==> src/rtl/hwloop_pkg.sv <==
package hwloop_pkg;
  // position of the issuing instruction counted from the marker, saturating
  typedef logic [2:0] pos_t;
  localparam pos_t POS_SAT = 3'd4;
  // largest (last - first) byte span still counted as a short body
  localparam int SHORT_SPAN = 4;
endpackage

==> src/rtl/hwloop_state.sv <==
module hwloop_state
  import hwloop_pkg::*;
#(
  parameter int AW = 16,
  parameter int CW = 12
) (
  input  logic          clk,
  input  logic          srst_n,
  input  logic          cfg_load,
  input  logic [AW-1:0] cfg_start,
  input  logic [AW-1:0] cfg_end,
  input  logic [CW-1:0] cfg_count,
  input  logic          ins_valid,
  input  logic [AW-1:0] ins_addr,
  input  logic          ins_detect,
  input  logic          ins_dslot,
  input  logic          ins_br_taken,
  output logic          active_q,
  output logic [CW-1:0] cnt_q,
  output logic [AW-1:0] start_q,
  output logic [AW-1:0] end_q,
  output pos_t          pos_q,
  output logic          short_q,
  output logic          quirk_q,
  output logic          arm,
  output logic          redirect
);
  localparam logic [CW-1:0] CNT_TWO = CW'(2);
  localparam logic [AW-1:0] SPAN    = AW'(SHORT_SPAN);

  logic          active_d, short_d, quirk_d, en;
  logic [CW-1:0] cnt_d;
  logic [AW-1:0] start_d, end_d;
  pos_t          pos_d;
  logic          end_hit, more;

  assign arm      = ins_valid & ins_detect & ~active_q & ~(ins_dslot & ins_br_taken);
  assign end_hit  = ins_valid & active_q & (ins_addr == end_q);
  assign more     = (cnt_q >= CNT_TWO);
  assign redirect = end_hit & more;
  assign en       = cfg_load | ins_valid;

  always_comb begin
    active_d = active_q;
    cnt_d    = cnt_q;
    start_d  = start_q;
    end_d    = end_q;
    pos_d    = pos_q;
    short_d  = short_q;
    quirk_d  = quirk_q;
    if (cfg_load && !active_q) begin
      start_d = cfg_start;
      end_d   = cfg_end;
      cnt_d   = cfg_count;
    end
    if (arm) begin
      active_d = 1'b1;
      pos_d    = pos_t'(1);
      quirk_d  = more;
      short_d  = ((end_q - start_q) <= SPAN);
    end
    if (active_q && ins_valid) begin
      pos_d = (pos_q == POS_SAT) ? POS_SAT : pos_q + pos_t'(1);
    end
    if (end_hit) begin
      if (more) begin
        cnt_d = cnt_q - CW'(1);
      end else begin
        active_d = 1'b0;
        cnt_d    = '0;
        pos_d    = '0;
      end
    end
  end

  always_ff @(posedge clk or negedge srst_n) begin
    if (!srst_n) begin
      active_q <= 1'b0;
      cnt_q    <= '0;
      start_q  <= '0;
      end_q    <= '0;
      pos_q    <= '0;
      short_q  <= 1'b0;
      quirk_q  <= 1'b0;
    end else if (en) begin
      active_q <= active_d;
      cnt_q    <= cnt_d;
      start_q  <= start_d;
      end_q    <= end_d;
      pos_q    <= pos_d;
      short_q  <= short_d;
      quirk_q  <= quirk_d;
    end
  end
endmodule

==> src/rtl/hwloop_pcrep.sv <==
module hwloop_pcrep
  import hwloop_pkg::*;
#(
  parameter int AW = 16
) (
  input  logic          active_q,
  input  logic          quirk_q,
  input  logic          short_q,
  input  pos_t          pos_q,
  input  logic [AW-1:0] start_q,
  input  logic [AW-1:0] ins_addr,
  output logic [AW-1:0] rep_pc
);
  always_comb begin
    rep_pc = ins_addr + AW'(4);
    if (active_q && quirk_q) begin
      if (short_q) begin
        if (pos_q >= pos_t'(2)) rep_pc = start_q;
      end else begin
        if (pos_q == pos_t'(2))      rep_pc = start_q;
        else if (pos_q == pos_t'(3)) rep_pc = start_q + AW'(2);
      end
    end
  end
endmodule

==> src/rtl/hwloop_excgate.sv <==
module hwloop_excgate (
  input  logic active_q,
  input  logic arm,
  input  logic irq_req,
  input  logic nmi_req,
  output logic irq_grant,
  output logic nmi_grant,
  output logic nmi_lost
);
  logic in_window;
  assign in_window = active_q | arm;
  assign irq_grant = irq_req & ~in_window;
  assign nmi_grant = nmi_req;
  assign nmi_lost  = nmi_req & in_window;
endmodule

==> src/rtl/hwloop_ctrl.sv <==
module hwloop_ctrl
  import hwloop_pkg::*;
#(
  parameter int AW = 16,
  parameter int CW = 12
) (
  input  logic          clk,
  input  logic          rst_n,
  input  logic          cfg_load,
  input  logic [AW-1:0] cfg_start,
  input  logic [AW-1:0] cfg_end,
  input  logic [CW-1:0] cfg_count,
  input  logic          ins_valid,
  input  logic [AW-1:0] ins_addr,
  input  logic          ins_detect,
  input  logic          ins_dslot,
  input  logic          ins_br_taken,
  input  logic          irq_req,
  input  logic          nmi_req,
  output logic [AW-1:0] nxt_addr,
  output logic          redirect,
  output logic [AW-1:0] rep_pc,
  output logic          irq_grant,
  output logic          nmi_grant,
  output logic          nmi_lost,
  output logic          loop_active,
  output logic [CW-1:0] loop_count
);
  logic [1:0]    rst_sync;
  logic          srst_n;
  logic          active_q, short_q, quirk_q, arm;
  logic [CW-1:0] cnt_q;
  logic [AW-1:0] start_q, end_q;
  pos_t          pos_q;

  always_ff @(posedge clk or negedge rst_n) begin
    if (!rst_n) rst_sync <= 2'b00;
    else        rst_sync <= {rst_sync[0], 1'b1};
  end
  assign srst_n = rst_sync[1];

  hwloop_state #(.AW(AW), .CW(CW)) state_i (
    .clk(clk), .srst_n(srst_n),
    .cfg_load(cfg_load), .cfg_start(cfg_start), .cfg_end(cfg_end), .cfg_count(cfg_count),
    .ins_valid(ins_valid), .ins_addr(ins_addr), .ins_detect(ins_detect),
    .ins_dslot(ins_dslot), .ins_br_taken(ins_br_taken),
    .active_q(active_q), .cnt_q(cnt_q), .start_q(start_q), .end_q(end_q),
    .pos_q(pos_q), .short_q(short_q), .quirk_q(quirk_q),
    .arm(arm), .redirect(redirect)
  );

  hwloop_pcrep #(.AW(AW)) pcrep_i (
    .active_q(active_q), .quirk_q(quirk_q), .short_q(short_q), .pos_q(pos_q),
    .start_q(start_q), .ins_addr(ins_addr), .rep_pc(rep_pc)
  );

  hwloop_excgate excgate_i (
    .active_q(active_q), .arm(arm), .irq_req(irq_req), .nmi_req(nmi_req),
    .irq_grant(irq_grant), .nmi_grant(nmi_grant), .nmi_lost(nmi_lost)
  );

  assign nxt_addr    = redirect ? start_q : ins_addr + AW'(2);
  assign loop_active = active_q;
  assign loop_count  = cnt_q;
endmodule

==> config.mk <==
export PLATFORM = sky130hd
export DESIGN_NAME = hwloop_ctrl
export DESIGN_NICKNAME = d
export VERILOG_FILES = /design/src/rtl/hwloop_pkg.sv /design/src/rtl/hwloop_state.sv /design/src/rtl/hwloop_pcrep.sv /design/src/rtl/hwloop_excgate.sv /design/src/rtl/hwloop_ctrl.sv
export SDC_FILE = /design/constraint.sdc
export NUM_CORES = 1
export LEC_CHECK = 0
export BUFFER_PORTS_ARGS = -buffer_cell sky130_fd_sc_hd__buf_2
export CORE_MARGIN = 8
export CORE_UTILIZATION = 55
export CTS_BUF_LIST = sky130_fd_sc_hd__clkbuf_4
export CTS_CLUSTER_DIAMETER = 120
export DETAILED_ROUTE_END_ITERATION = 10
export GPL_ROUTABILITY_DRIVEN = 0
export GPL_TIMING_DRIVEN = 0
export HOLD_SLACK_MARGIN = 0.15
export PLACE_DENSITY = 0.82
export SETUP_SLACK_MARGIN = 0.3
export SLEW_MARGIN = 20
export SYNTH_ARGS = -nofsm -noshare
export SYNTH_HDL_FRONTEND = slang
export SYNTH_SLANG_ARGS = --single-unit
==> constraint.sdc <==
create_clock -name clk -period 2.65 [get_ports clk]
set_clock_uncertainty 0.05 [all_clocks]
set_input_delay 0.3975 -clock clk [delete_from_list [all_inputs] [get_ports clk]]
set_output_delay 0.3975 -clock clk [all_outputs]
set_load 0.01 [all_outputs]
## Yosys cells after proc, flatten, opt, wreduce, memory -nomap -nowiden

Index checks and enable logic that the tools add are counted.

- $add $sub $neg: 6
- Order comparisons: 3
- Equality and inequality tests: 4
- Multiplexer cells: 17
- Bitwise gates (word level): 14
- Reductions and logical operators: 8

Operator list:

| operator | count |
|---|---|
| $mux W16 | 6 |
| $mux W12 | 3 |
| $add A16 B2 Y16 const B | 2 |
| $add A16 B3 Y16 const B | 1 |
| $eq A16 B16 Y1 | 1 |
| $le A16 B3 Y1 const B | 1 |
| $sub A16 B16 Y16 | 1 |
| $mux W3 | 5 |
| $ge A12 B2 Y1 const B | 1 |
| $sub A12 B1 Y12 const B | 1 |
| $and A1 B1 Y1 | 9 |
| $eq A3 B2 Y1 const B | 2 |
| $reduce_and A2 Y1 | 3 |
| $add A3 B1 Y3 const B | 1 |
| $eq A3 B3 Y1 const B | 1 |
| $ge A3 B2 Y1 const B | 1 |
| $logic_and A1 B1 Y1 | 3 |
| $mux W1 | 3 |
| $not A1 Y1 | 3 |
| $or A1 B1 Y1 | 2 |
| $reduce_bool A2 Y1 | 1 |
| $logic_not A1 Y1 | 1 |

- Bits in registers: 52

## Logic depth before layout (Yosys ltp)

- Depth after elaboration: 7
- Depth in mapped cells: 10
- Depth with buffers taken out: 9

## Cells and area by module

From an unflattened synthesis, not the netlist that was laid out.

- Cell total of the unflattened synthesis: 601
- Area, all modules: 4822.1 sq um

By module, submodules not included:

| module | instances | cells an instance | area an instance (sq um) | sequential area each (sq um) |
|---|---|---|---|---|
| hwloop_state | 1 | 352 | 3219.3 | 1251.2 |
| hwloop_pcrep | 1 | 174 | 1086.0 | 0.0 |
| hwloop_ctrl | 1 | 72 | 489.2 | 50.0 |
| hwloop_excgate | 1 | 3 | 27.5 | 0.0 |

## Worst setup path after synthesis

No wires, ideal clock.

- Path type: input -> output
- Start: input ins_addr[10]
- End: output nxt_addr[12]
- Arrival time: 2.054 ns
- Required time: 2.203 ns
- Setup slack: 0.149 ns
- Cell stages on the path: 8
- Buffers on the path: 1
- Path through: buf_6 xnor2_4 nand4_1 or4_4 nor3b_4 and2_4 or3_1 o21ai_1

- Cells in the longest elaborated chain, start to end: 4
- Elaborated cells on any way between the ends: 5
- Classes of those cells: 1 x add/sub; 1 x eq/ne; 1 x mux; 2 x bitwise

RTL lines:

| item | RTL line | RTL |
|---|---|---|
| start: declaration | hwloop_ctrl.sv:14 | `input logic [AW-1:0] ins_addr,` |
| $eq A16 B16 Y1 | hwloop_state.sv:38 | `assign end_hit = ins_valid & active_q & (ins_addr == end_q);` |
| $and A1 B1 Y1 | hwloop_state.sv:38 |  |
| $and A1 B1 Y1 | hwloop_state.sv:40 | `assign redirect = end_hit & more;` |
| via redirect | hwloop_ctrl.sv:21 | `output logic redirect,` |
| $mux W16 | hwloop_ctrl.sv:62 | `assign nxt_addr = redirect ? start_q : ins_addr + AW'(2);` |
| end: declaration | hwloop_ctrl.sv:20 | `output logic [AW-1:0] nxt_addr,` |

The timed path passes the listed nets, and every way through them passes these cells.

## Final worst setup path

- Start: register state_i.end_q[11]
- End: output nxt_addr[12]

- Cells in the longest elaborated chain, start to end: 4

RTL lines:

| item | RTL line | RTL |
|---|---|---|
| start: declaration | hwloop_state.sv:21 | `output logic [AW-1:0] end_q,` |
| start signal: assignment | hwloop_state.sv:89 | `end_q <= end_d;` |
| $eq A16 B16 Y1 | hwloop_state.sv:38 |  |
| $and A1 B1 Y1 | hwloop_state.sv:38 |  |
| $and A1 B1 Y1 | hwloop_state.sv:40 |  |
| $mux W16 | hwloop_ctrl.sv:62 |  |

Every way passes these cells.

==> out/results.ini <==
[outcome]
outcome=complete, but fails checks
violations=DRC, setup timing

[cells_and_area]
drive_above_1_share=0.4853
nets=906
fin_util=0.8655
final_cells=923
most-common-layout-cells=buf_2, nand2_1, buf_4
num-fill-cells=372
layout_commonest_cell=buf_2
areaGrowthSynthToFinish_pct=55.62
regArea_um2=1316
final_area_um2=7401
multi_input_area_um2=3925

[yosys]
yosysSeqAreaShare=0.2736
yosysWarningCount=0
syn_area_um2=4756
synth_seq_cells=52
synth_edf_count=0
synth_top_area_frac=0.2736
synth_nets=695
synth_ff_type=dfrtp_1
synthArstFlopShare=1.000
netlist_instances=602
synth.top_cells.by_area=dfrtp_1, ha_1, nand2_1, a21oi_1, o21ai_0
syn_avg_cell_area_um2=7.900
synth.largest_area_cell=dfrtp_1
ys_types=67

[critical_path]
reg2reg_from=state_i.start_q[11]
end_kind=output pin
critPathRequiredTime_ps=2200
worstPathMaxFanout=2
reg2reg_slack_ps=-50
arrival_ps=2860
criticalPathCategory=flip-flop to output pin
worst_setup_path_start_kind=flip-flop
r2r_end=state_i.short_q
reg2regPathDepth=10

[timing]
worst_pin_slew_ps=727.2
finalSetupTns_ps=-12460
setup_viol=34
postLayoutSetupSlackWorst_ps=-653.8
min_period_ps=3304
fmax_mhz=302.7
slew_viol_final=0
rsz0062_at_grt=yes
fin_hold_ws_ps=105.5
hold_viol_final=0
maxSlewHeadroom=0.5152
finalCritPeriodShare=1.247

[floorplan]
dieArea_um2=11880
die_h_um=109.0
start_util=0.5562
rows=34
io_pins=118
die_w_um=109.0
core_area_um2=8551

[clocking]
htree_levels=2
insertion_delay_ps=450
clockRootBuffer=clkbuf_4
clkSinkCount=52
cts_made_buffers=5
clk_pin_slew_ps=190
cts_tree=built
cts_max_path_buffers=2

[global_routing]
grt_pass1_vias=6184
grt_first_pass_wirelength_um=33240
gr-total-overflow=0
grt_start_max_net_pins=34
globalRouteTotalUtil=0.3617
antenna_found_initial=1

[min_path]
holdPathStages=3
hold_class=primary input to flip-flop
min_from=cfg_count[3]
hold_end=state_i.cnt_q[3]

[placement]
dp.cells=820
dp_hpwl_um=13010
pre_cts_slack_ps=-318.7
port_buffers=109
post_dp_cell_area_um2=5518

[power]
p_seq_frac=0.233
p_total_mw=6.423
pwr-share-clk=0.067
power_density_nw_per_um2=867.8
power.internal_mw=3.083
power.switching_mw=3.339
switching_share=0.5200
leakage_nw=3.202
pwr-share-comb=0.700
vdd_drop_max_mv=0.5575

[routing]
wl_per_cell_um=30.52
wl_um=28170
drtIter0Drc=1394
drtAntennaViolNets=0
first_pass_iters=11
vias=7042
vias_per_cell=7.629
drc=8

[flow_run]
drv_cap=0

==> worst max path at each step <==
stage                           start      endpoint  depth (start not counted)
global route         state_i.end_q[6]  nxt_addr[12]                          8
finish              state_i.end_q[11]  nxt_addr[12]                          8
CTS                  state_i.end_q[3]  nxt_addr[12]                          8
detailed placement        ins_addr[3]  nxt_addr[12]                          9
global placement          ins_addr[1]  nxt_addr[12]                         10
floorplan                 ins_addr[4]  nxt_addr[12]                          8
==> power by group through the flow <==
stage,Sequential (mW),Clock (mW),Combinational [mW]
after floorplan,1.33,0,1.87
after global placement,1.42,0,2.45
after detailed placement,1.43,0,2.58
after CTS,1.37,0.402,3.43
after global routing,1.49,0.446,4.66
final,1.50,0.429,4.50
==> layer usage <==
layer | routed length [um] | up-vias | GRT usage
li1 | - | 2590 | -
met1 | 8540 | 3120 | 0.4247
met2 | 11630 | 917 | 0.5585
met3 | 4718 | 413 | 0.1005
met4 | 3264 | 2 | 0.2630
met5 | 13 | - | 0
==> flip-flops by register name, summed over array words and instances, names as in the netlist <==
name              cells
rst_sync              2
state_i.active_q      1
state_i.cnt_q        12
state_i.end_q        16
state_i.pos_q         3
state_i.quirk_q       1
state_i.short_q       1
state_i.start_q      16
==> worst max-delay path, cell delays in order (launching register included) <==
cell	delay (ps)
dfrtp_1	430
xnor2_1	280
nand3_1	140
or4_4	630
nor3b_4	380
and2_4	240
or3_4	120
o21ai_2	60
buf_2	150
==> cell families after synthesis <==
group	after synthesis	share of synthesized area
simple gates	218	0.2199
compound gates	174	0.2247
buf+inv	63	0.06288
flops	52	0.2736
xor+xnor	45	0.09708
mux	25	0.05788
fa+ha+maj	24	0.06314
other cells	1	0.0007885
==> synth_stat cells (6+ instances only) <==
cell	count
nor2_1	52
nand2b_1	8
buf_6	7
nand3_1	24
a31oi_1	6
nand4_1	14
nor3_1	14
nand2_1	70
xnor2_1	23
ha_1	24
dfrtp_1	52
clkbuf_1	18
o21ai_0	45
xor2_1	16
o21ai_1	12
a22oi_1	6
mux2_2	18
o22ai_1	11
a21oi_1	50
inv_1	28
and2_1	7
==> what timing repair did <==
action,in CTS,in global routing
hold buffers,4,3
pin swaps,37,45
endpoints found under the setup margin,44,42
buffers inserted,56,27
endpoints found under the hold margin,5,3
cloned,2,2
gates resized for setup,170,81
==> final cells by class <==
type | instances | share of cell area
well taps | 108 | 0.01826
inverters | 31 | 0.01691
clock inverters | 3 | 0.003381
plain buffers | 32 | 0.04429
repair buffers | 204 | 0.2035
flip-flops and latches | 52 | 0.1779
diodes | 1 | 0.0003381
clock buffers | 5 | 0.005072
multi-input cells | 487 | 0.5303
Note: power is estimated with default switching activity, not from simulation.
